File: config.mk
export PLATFORM = sky130hd
export DESIGN_NAME = sdram_cmd_seq
export DESIGN_NICKNAME = d
export VERILOG_FILES = /design/src/rtl/sdram_seq_pkg.sv /design/src/rtl/sdram_bank_slot.sv /design/src/rtl/sdram_ref_timer.sv /design/src/rtl/sdram_cmd_seq.sv
export SDC_FILE = /design/constraint.sdc
export NUM_CORES = 1
export LEC_CHECK = 0
export BUFFER_PORTS_ARGS = -buffer_cell sky130_fd_sc_hd__clkbuf_2
export CAP_MARGIN = 10
export CORE_MARGIN = 1.5
export CORE_UTILIZATION = 35
export CTS_BUF_LIST = sky130_fd_sc_hd__clkbuf_16
export DETAILED_ROUTE_END_ITERATION = 8
export GPL_TIMING_DRIVEN = 0
export PLACE_DENSITY = 0.5
export SYNTH_ARGS = -nofsm -noshare
export SYNTH_HDL_FRONTEND = slang
export SYNTH_HIERARCHICAL = 1
export SYNTH_SLANG_ARGS = --single-unit
File: constraint.sdc
create_clock -name clk -period 3.8 [get_ports clk]
set_input_delay 0.38 -clock clk [delete_from_list [all_inputs] [get_ports clk]]
set_output_delay 0.38 -clock clk [all_outputs]
set_load 0.02 [all_outputs]
File: src/rtl/sdram_seq_pkg.sv
package sdram_seq_pkg;
  typedef enum logic [3:0] {
    CMD_REF = 4'b0001,
    CMD_PRE = 4'b0010,
    CMD_ACT = 4'b0011,
    CMD_WR  = 4'b0100,
    CMD_RD  = 4'b0101,
    CMD_NOP = 4'b0111
  } sdram_cmd_e;

  typedef enum logic {
    SEQ_IDLE = 1'b0,
    SEQ_WORK = 1'b1
  } seq_state_e;

  localparam int unsigned AP_BIT = 10;
endpackage

File: src/rtl/sdram_bank_slot.sv
module sdram_bank_slot #(
  parameter int ROW_W = 13,
  parameter int TMR_W = 4
) (
  input  logic             clk,
  input  logic             rst_n,
  input  logic             open_set,
  input  logic             close,
  input  logic             load,
  input  logic [TMR_W-1:0] load_val,
  input  logic [ROW_W-1:0] row_in,
  output logic             is_open,
  output logic [ROW_W-1:0] open_row,
  output logic             idle
);
  logic             open_q, open_d;
  logic [ROW_W-1:0] row_q, row_d;
  logic [TMR_W-1:0] tmr_q, tmr_d;

  always_comb begin
    open_d = open_q;
    row_d  = row_q;
    tmr_d  = tmr_q;
    if (tmr_q != '0) tmr_d = tmr_q - 1'b1;
    if (load)        tmr_d = load_val;
    if (close)       open_d = 1'b0;
    if (open_set) begin
      open_d = 1'b1;
      row_d  = row_in;
    end
  end

  always_ff @(posedge clk or negedge rst_n) begin
    if (!rst_n) begin
      open_q <= 1'b0;
      row_q  <= '0;
      tmr_q  <= '0;
    end else begin
      open_q <= open_d;
      row_q  <= row_d;
      tmr_q  <= tmr_d;
    end
  end

  assign is_open  = open_q;
  assign open_row = row_q;
  assign idle     = (tmr_q == '0);
endmodule

File: src/rtl/sdram_ref_timer.sv
module sdram_ref_timer #(
  parameter int REF_CYC = 1560
) (
  input  logic clk,
  input  logic rst_n,
  input  logic ref_done,
  output logic ref_due
);
  localparam int CNT_W = (REF_CYC > 2) ? $clog2(REF_CYC) : 1;
  localparam logic [CNT_W-1:0] LAST = CNT_W'(REF_CYC - 1);

  logic [CNT_W-1:0] cnt_q, cnt_d;
  logic             due_q, due_d;
  logic             wrap;

  always_comb begin
    wrap  = (cnt_q == LAST);
    cnt_d = wrap ? '0 : cnt_q + 1'b1;
    if (wrap)          due_d = 1'b1;
    else if (ref_done) due_d = 1'b0;
    else               due_d = due_q;
  end

  always_ff @(posedge clk or negedge rst_n) begin
    if (!rst_n) begin
      cnt_q <= '0;
      due_q <= 1'b0;
    end else begin
      cnt_q <= cnt_d;
      due_q <= due_d;
    end
  end

  assign ref_due = due_q;
endmodule

File: src/rtl/sdram_cmd_seq.sv
module sdram_cmd_seq
  import sdram_seq_pkg::*;
#(
  parameter int BANKS     = 4,
  parameter int ROW_W     = 13,
  parameter int COL_W     = 10,
  parameter int ADDR_W    = 13,
  parameter int BURST_LEN = 4,
  parameter int T_RCD     = 3,
  parameter int T_RP      = 3,
  parameter int T_RFC     = 14,
  parameter int CLK_MHZ   = 200,
  parameter int REF_NS    = 7800,
  localparam int BA_W     = $clog2(BANKS)
) (
  input  logic              clk,
  input  logic              rst_n,
  input  logic              req_valid,
  output logic              req_ready,
  input  logic              req_write,
  input  logic [BA_W-1:0]   req_bank,
  input  logic [ROW_W-1:0]  req_row,
  input  logic [COL_W-1:0]  req_col,
  input  logic              req_autopre,
  output logic              cs_n,
  output logic              ras_n,
  output logic              cas_n,
  output logic              we_n,
  output logic [BA_W-1:0]   ba,
  output logic [ADDR_W-1:0] addr,
  output logic              cke
);
  localparam int REF_CYC = CLK_MHZ * REF_NS / 1000;
  localparam int T_AP    = BURST_LEN / 2 + T_RP;
  localparam int T_MAX1  = (T_RFC > T_AP) ? T_RFC : T_AP;
  localparam int T_MAX   = (T_MAX1 > T_RCD) ? T_MAX1 : T_RCD;
  localparam int TMR_W   = $clog2(T_MAX + 1);
  localparam logic [TMR_W-1:0] L_RCD = TMR_W'(T_RCD - 1);
  localparam logic [TMR_W-1:0] L_RP  = TMR_W'(T_RP - 1);
  localparam logic [TMR_W-1:0] L_AP  = TMR_W'(T_AP - 1);
  localparam logic [TMR_W-1:0] L_RFC = TMR_W'(T_RFC - 1);

  seq_state_e        state_q, state_d;
  sdram_cmd_e        cmd_q, cmd_d;
  logic [BA_W-1:0]   ba_q, ba_d;
  logic [ADDR_W-1:0] addr_q, addr_d;
  logic              cke_q;

  logic              h_write, h_ap;
  logic [BA_W-1:0]   h_bank;
  logic [ROW_W-1:0]  h_row;
  logic [COL_W-1:0]  h_col;
  logic              take;

  logic [BANKS-1:0]  b_open, b_idle, b_set, b_close, b_load;
  logic [ROW_W-1:0]  b_row [BANKS];
  logic [TMR_W-1:0]  b_val [BANKS];
  logic              ref_due, ref_done;

  for (genvar g = 0; g < BANKS; g++) begin : g_bank
    sdram_bank_slot #(.ROW_W(ROW_W), .TMR_W(TMR_W)) u_slot (
      .clk      (clk),
      .rst_n    (rst_n),
      .open_set (b_set[g]),
      .close    (b_close[g]),
      .load     (b_load[g]),
      .load_val (b_val[g]),
      .row_in   (h_row),
      .is_open  (b_open[g]),
      .open_row (b_row[g]),
      .idle     (b_idle[g])
    );
  end

  sdram_ref_timer #(.REF_CYC(REF_CYC)) u_ref (
    .clk      (clk),
    .rst_n    (rst_n),
    .ref_done (ref_done),
    .ref_due  (ref_due)
  );

  assign req_ready = (state_q == SEQ_IDLE) && !ref_due;

  always_comb begin
    state_d  = state_q;
    cmd_d    = CMD_NOP;
    ba_d     = '0;
    addr_d   = '0;
    take     = 1'b0;
    ref_done = 1'b0;
    b_set    = '0;
    b_close  = '0;
    b_load   = '0;
    for (int i = 0; i < BANKS; i++) b_val[i] = '0;

    if (state_q == SEQ_IDLE) begin
      if (ref_due) begin
        if (&b_idle) begin
          if (|b_open) begin
            cmd_d          = CMD_PRE;
            addr_d[AP_BIT] = 1'b1;
            b_close        = '1;
            b_load         = '1;
            for (int i = 0; i < BANKS; i++) b_val[i] = L_RP;
          end else begin
            cmd_d    = CMD_REF;
            ref_done = 1'b1;
            b_load   = '1;
            for (int i = 0; i < BANKS; i++) b_val[i] = L_RFC;
          end
        end
      end else if (req_valid) begin
        take    = 1'b1;
        state_d = SEQ_WORK;
      end
    end else if (b_idle[h_bank]) begin
      ba_d = h_bank;
      if (b_open[h_bank] && (b_row[h_bank] == h_row)) begin
        cmd_d               = h_write ? CMD_WR : CMD_RD;
        addr_d[COL_W-1:0]   = h_col;
        addr_d[AP_BIT]      = h_ap;
        state_d             = SEQ_IDLE;
        if (h_ap) begin
          b_close[h_bank] = 1'b1;
          b_load[h_bank]  = 1'b1;
          b_val[h_bank]   = L_AP;
        end
      end else if (b_open[h_bank]) begin
        cmd_d           = CMD_PRE;
        b_close[h_bank] = 1'b1;
        b_load[h_bank]  = 1'b1;
        b_val[h_bank]   = L_RP;
      end else begin
        cmd_d             = CMD_ACT;
        addr_d[ROW_W-1:0] = h_row;
        b_set[h_bank]     = 1'b1;
        b_load[h_bank]    = 1'b1;
        b_val[h_bank]     = L_RCD;
      end
    end
  end

  always_ff @(posedge clk or negedge rst_n) begin
    if (!rst_n) begin
      state_q <= SEQ_IDLE;
      cmd_q   <= CMD_NOP;
      ba_q    <= '0;
      addr_q  <= '0;
      cke_q   <= 1'b0;
      h_write <= 1'b0;
      h_ap    <= 1'b0;
      h_bank  <= '0;
      h_row   <= '0;
      h_col   <= '0;
    end else begin
      state_q <= state_d;
      cmd_q   <= cmd_d;
      ba_q    <= ba_d;
      addr_q  <= addr_d;
      cke_q   <= 1'b1;
      if (take) begin
        h_write <= req_write;
        h_ap    <= req_autopre;
        h_bank  <= req_bank;
        h_row   <= req_row;
        h_col   <= req_col;
      end
    end
  end

  assign {cs_n, ras_n, cas_n, we_n} = cmd_q;
  assign ba   = ba_q;
  assign addr = addr_q;
  assign cke  = cke_q;
endmodule

Word level (Yosys, flattened, before mapping)

Cells that the tools add are included.
W data, S select, Z words.

Div/mod/pow operators: 0
Bitwise gates (word level): 2
$mul: 0
Magnitude comparators: 4
Equality and inequality tests: 2
Add/sub/neg operators: 5
Reduce and logical (&&, ||, !) cells: 24
Shift operators: 0
Muxes and demuxes: 84

Operators with widths:

| operator                | count |
|---|---|
| $mux W4                 | 27 |
| $mux W16                | 6 |
| $mux W13                | 4 |
| $mux W1                 | 29 |
| $bmux W13 S2            | 1 |
| $mux W11                | 2 |
| $reduce_bool A2 Y1      | 9 |
| $logic_not A4 Y1        | 4 |
| $reduce_bool A4 Y1      | 4 |
| $sub A4 B1 Y4 const B   | 4 |
| $mux W15                | 1 |
| $eq A13 B13 Y1          | 1 |
| $mux W3                 | 4 |
| $add A11 B1 Y11 const B | 1 |
| $eq A11 B11 Y1 const B  | 1 |
| $mux W10                | 1 |
| $mux W2                 | 5 |
| $demux W4 S2            | 1 |
| $bmux W1 S2             | 2 |
| $logic_and A1 B1 Y1     | 4 |
| $reduce_and A4 Y1       | 1 |
| $reduce_or A4 Y1        | 1 |
| $ge A3 B3 Y1 const B    | 1 |
| $lt A2 B3 Y1 const B    | 1 |
| other kinds (6)         | 6 |

Input port bits: 30
Memories kept: 0
ROM bits: 0
Latch bits: 0
Bits in registers: 132
Memory bits (writable): 0
Logic and storage cells: 145
Output and inout bits: 21

Logic depth before layout (Yosys ltp)

Depth after elaboration: 11
Mapped depth: 11

Hierarchy

Netlist, hierarchy kept.

Modules (own cells, without submodules):

| module          | area an instance (um^2) | sequential area each (um^2) | cells each | instances |
|---|---|---|---|---|
| sdram_bank_slot | 747.0                   | 450.4                       | 52         | 4 |
| sdram_cmd_seq   | 2631.3                  | 1179.9                      | 225        | 1 |
| sdram_ref_timer | 548.0                   | 300.3                       | 49         | 1 |

Worst setup path before layout

No wires, ideal clock.

Path kind: flip-flop to flip-flop
From: register h_bank[0]
To: register g_bank[0].u_slot.tmr_q[3]
Cell stages (with the launch flop): 11
Slack: 1.088 ns
Data arrival time: 2.586 ns
Library setup time: 0.126 ns
Path buffers: 3
Data required time: 3.674 ns
Cells stage by stage: dfrtp_1 > buf_6 > buf_6 > mux4_2 > xnor2_1 > nand4_1 > o21ba_2 > nand3_1 > o22a_1 > clkbuf_1 > a221o_1

Cells in the longest elaborated chain, start to end: 10
Elaborated cells on any way between the ends: 23
Classes of those cells: 2 x order compare; 1 x eq/ne; 16 x mux; 1 x bitwise; 3 x reduce/logical

Ends and longest elaborated chain:

| item                                          | RTL line              | RTL |
|---|---|---|
| from (decl)                                   | sdram_cmd_seq.sv:50   | `logic [BA_W-1:0] h_bank;` |
| from (signal assigned)                        | sdram_cmd_seq.sv:164  | `h_bank <= req_bank;` |
| $not A2 Y3 (not written as such)              | sdram_cmd_seq.sv:118  | `if (b_open[h_bank] && (b_row[h_bank] == h_row)) begin` |
| $bmux W13 S2                                  | sdram_cmd_seq.sv:118  |  |
| $mux W13 (not written as such) (2 in series)  | sdram_cmd_seq.sv:118  |  |
| $eq A13 B13 Y1                                | sdram_cmd_seq.sv:118  |  |
| $logic_and A1 B1 Y1                           | sdram_cmd_seq.sv:118  |  |
| $mux W4                                       | sdram_cmd_seq.sv:118  |  |
| $mux W4 (*)                                   | sdram_cmd_seq.sv:116  | `end else if (b_idle[h_bank]) begin` |
| $mux W4 (*)                                   | sdram_cmd_seq.sv:96   | `if (state_q == SEQ_IDLE) begin` |
| via b_load[0]                                 | sdram_cmd_seq.sv:55   | `logic [BANKS-1:0] b_open, b_idle, b_set, b_close, b_load;` |
| $mux W4 or $reduce_bool A2 Y1 (tied branches) | -                     |  |
| to (signal assigned)                          | sdram_bank_slot.sv:41 | `tmr_q <= tmr_d;` |
| to (decl)                                     | sdram_bank_slot.sv:18 | `logic [TMR_W-1:0] tmr_q, tmr_d;` |

The timed path passes the listed nets; every way through them passes the cells marked *. The select of a mux whose other input is x is not followed.
A chain may end at the register's enable or synchronous reset.

Worst setup path after layout

From: register h_bank[1]
To: register g_bank[2].u_slot.row_q[6]

Cells in the longest elaborated chain, start to end: 9
Elaborated cells on any way between the ends: 19
Classes of those cells: 2 x order compare; 1 x eq/ne; 13 x mux; 1 x bitwise; 2 x reduce/logical

Ends and longest elaborated chain:

| item                                         | RTL line              | RTL |
|---|---|---|
| $not A2 Y3 (not written as such)             | sdram_cmd_seq.sv:118  |  |
| $bmux W13 S2                                 | sdram_cmd_seq.sv:118  |  |
| $mux W13 (not written as such) (2 in series) | sdram_cmd_seq.sv:118  |  |
| $eq A13 B13 Y1                               | sdram_cmd_seq.sv:118  |  |
| $logic_and A1 B1 Y1                          | sdram_cmd_seq.sv:118  |  |
| $mux W4                                      | sdram_cmd_seq.sv:118  |  |
| $mux W4 (*)                                  | sdram_cmd_seq.sv:116  |  |
| $mux W4 (*)                                  | sdram_cmd_seq.sv:96   |  |
| via b_set[2]                                 | sdram_cmd_seq.sv:55   |  |
| to (signal assigned)                         | sdram_bank_slot.sv:40 | `row_q <= row_d;` |
| to (decl)                                    | sdram_bank_slot.sv:17 | `logic [ROW_W-1:0] row_q, row_d;` |

Marked as above.

==> reports/metrics.cfg <==
[pwr]
ir_drop_v = 0.000393
intPower_w = 0.00403
p_clk_frac = 0.256
p_sw_w = 0.00205
p_per_area_mw_per_mm2 = 833
p_comb_frac = 0.351
p_seq_frac = 0.393
switching_share = 0.337
p_leak_nw = 3.26

[clocking]
cts_max_path_buffers = 2
ctsHoldBuffers = 1
cts-resized-gates = 0
clock_latency_ns = 0.41
clk_pin_slew_ns = 0.06
cts_buffers = 17
clock-sinks = 131
cts_tree = yes
cts_setup_buffers = 0
root_buffer = clkbuf_16
htree_num_levels = 4

[die]
core-area_mm2 = 0.0172
pin_count = 51
rows = 48
fp.dieW_um = 136
start_util = 0.358
fp.dieH_um = 136
dieArea_mm2 = 0.0184

[setup_path]
crit_buf_inv = 4
startpoint_type = flip-flop
setup.worst_path.start = h_bank[1]
worstPathRequired_ns = 4.10
r2r-start = h_bank[1]
crit_family = buffers and inverters
worstPathMaxFanout = 10
crit_top_cell = buf_2
worstPathCellList = buf_2, buf_2, mux2i_1, mux2i_1, clkbuf_1, nor2_1, buf_2, mux2_2
cpPeakStageDelay_ns = 0.52
crit_arrival_ns = 3.80
end_kind = flip-flop
crit_path_top_delay_cell = nor2_1
crit_type = flip-flop to flip-flop

[route]
firstDrtPassIters = 4
routed_wl_um = 13700
vias = 4015
vias_per_cell = 5.08
wire_per_inst_um = 17.4
ant_nets = 0
drc = 0
initialDrtViolationCount = 188

[global_route]
grt_max_degree = 110
grt_util_all_layers = 0.164
antenna_found_initial = 0
grt_pass1_wl_um = 22800
grt_pass1_vias = 4215
overflow = 0

[placed_design]
place_congestion = 0.796
io_buffer_count = 49
dp_cells = 757
dpl_cell_area_mm2 = 0.00673
dp_hpwl_um = 9510

[synthesis]
yosysWarnings = 6
yosys.area.top_type = dfrtp_1
synth_fp_nets = 517
synth-main-ff-cell = dfrtp_1
synthCells = 482
synth_commonest_cells = 128 x dfrtp_1, 84 x mux2_2, 28 x nand2_1, 19 x inv_1, 18 x xnor2_1
syn_area_mm2 = 0.00617
synth-edff-count = 0
ys_types = 48
synth_seq_area_share = 0.532
yosys.cell_count.top_type = dfrtp_1
avgSynthCellArea_um2 = 12.8
synth_top_area_share = 0.519
synthTopCellsByArea = dfrtp_1 52%, mux2_2 15%, mux4_2 4.4%, xnor2_1 2.6%, mux2i_1 2.4%
synth_seq_cells = 131
async_flop_share = 1.00

[sta]
setup_viol = 0
whs_ns = 0.193
relSlewSlack = 0.278
period_needed_ns = 3.50
rsz0062_at_grt = no
tightest_slew_ns = 1.07
min_period_over_period = 0.921
fmax_ghz = 0.286
hold_viol = 0
finalSetupTns_ns = 0
fin_skew_ns = 0.0137
maxSlewViolCount = 0

[min_path]
min_from = req_row[6]
hold_class = input port to flip-flop

[run]
maxCapViolations = 0

[cells_and_area]
nets = 587
design_area_mm2 = 0.00730
syn2layout_area_growth_pct = 18.4
drive_gt1_frac = 0.345
fin_cells = 790
antennaDiodeCount = 0
fin_util = 0.424

[run_status]
outcome = complete, no violations

## per-stage QoR
step / worst slack [ns] / power, W
floorplan: 1.09 / 0.00397
global placement: 0.189 / 0.00450
detailed placement: 0.331 / 0.00459
CTS: 0.304 / 0.00618
global route: 0.0852 / 0.00651
finish: 0.300 / 0.00608
## power groups by stage
| stage | combinational [W] | sequential, W | clock, W |
|---|---|---|---|
| final | 0.00213 | 0.00239 | 0.00156 |
| after global routing | 0.00236 | 0.00248 | 0.00167 |
| after CTS | 0.00217 | 0.00240 | 0.00161 |
| after detailed placement | 0.00217 | 0.00242 | 0 |
| after global placement | 0.00211 | 0.00239 | 0 |
| after floorplan | 0.00165 | 0.00232 | 0 |
## worst reg2reg max path, stage by stage (launching register included)
cell and delay (ns):
dfrtp_1 0.50, buf_2 0.38, buf_2 0.33, mux2i_1 0.27
mux2i_1 0.23, clkbuf_1 0.34, nor2_1 0.52, buf_2 0.42
mux2_2 0.38
## routing by layer
layer	track usage	up-vias	wire length, µm
li1	-	1887	-
met1	0.213	2076	6210
met2	0.268	48	7100
met3	0.0430	4	365
met4	0.0520	0	51
met5	0	-	0
## kinds of logic after synthesis
group,after synthesis,synth area share
other cells,2,0.00122
xor+xnor,26,0.0369
fa+ha+maj,5,0.0101
buf+inv,42,0.0302
simple gates,113,0.109
flops,131,0.532
mux,111,0.222
compound gates,52,0.0590
## worst paths after layout
kind	depth (start not counted)	slack [ns]	to
worst max-delay path	8	0.30	g_bank[2].u_slot/open_row[6]
min in group asynchronous	2	0.41	g_bank[0].u_slot/open_row[11]
max in group asynchronous	3	2.59	g_bank[0].u_slot/tmr_q[2]
worst min register to register	1	0.49	u_ref/cnt_q[0]
worst min-delay path	2	0.19	h_row[6]
worst max register to register	8	0.30	g_bank[2].u_slot/open_row[6]
## flip-flops by register name, summed over array words and instances, names as in the netlist
signal / cells
addr: 13
ba: 2
cke: 1
cmd_q: 3
g_bank.u_slot/is_open: 4
g_bank.u_slot/open_row: 52
g_bank.u_slot/tmr_q: 16
h_ap: 1
h_bank: 2
h_col: 10
h_row: 13
h_write: 1
state_q: 1
u_ref/cnt_q: 11
u_ref/ref_due: 1
## cell type report
class / instances / area (µm²)
clock inverter: 15 / 138
fill: 1640 / 9930
inverter: 19 / 71.3
multi-input combinational: 309 / 2700
sequential: 131 / 3280
timing repair buffer: 51 / 292
buffer: 23 / 115
clock buffer: 17 / 425
tap: 225 / 282
## placed cells by master, fill, tap and decap left out, types with 13 or more instances in the layout
cell,instances
clkbuf_16,17
dfrtp_1,128
nand2_1,28
a21oi_1,13
mux2i_1,15
nand4_1,16
inv_1,19
xnor2_1,18
mux2_2,84
clkbuf_2,48
No activity file was read; power rests on OpenSTA's default activity.
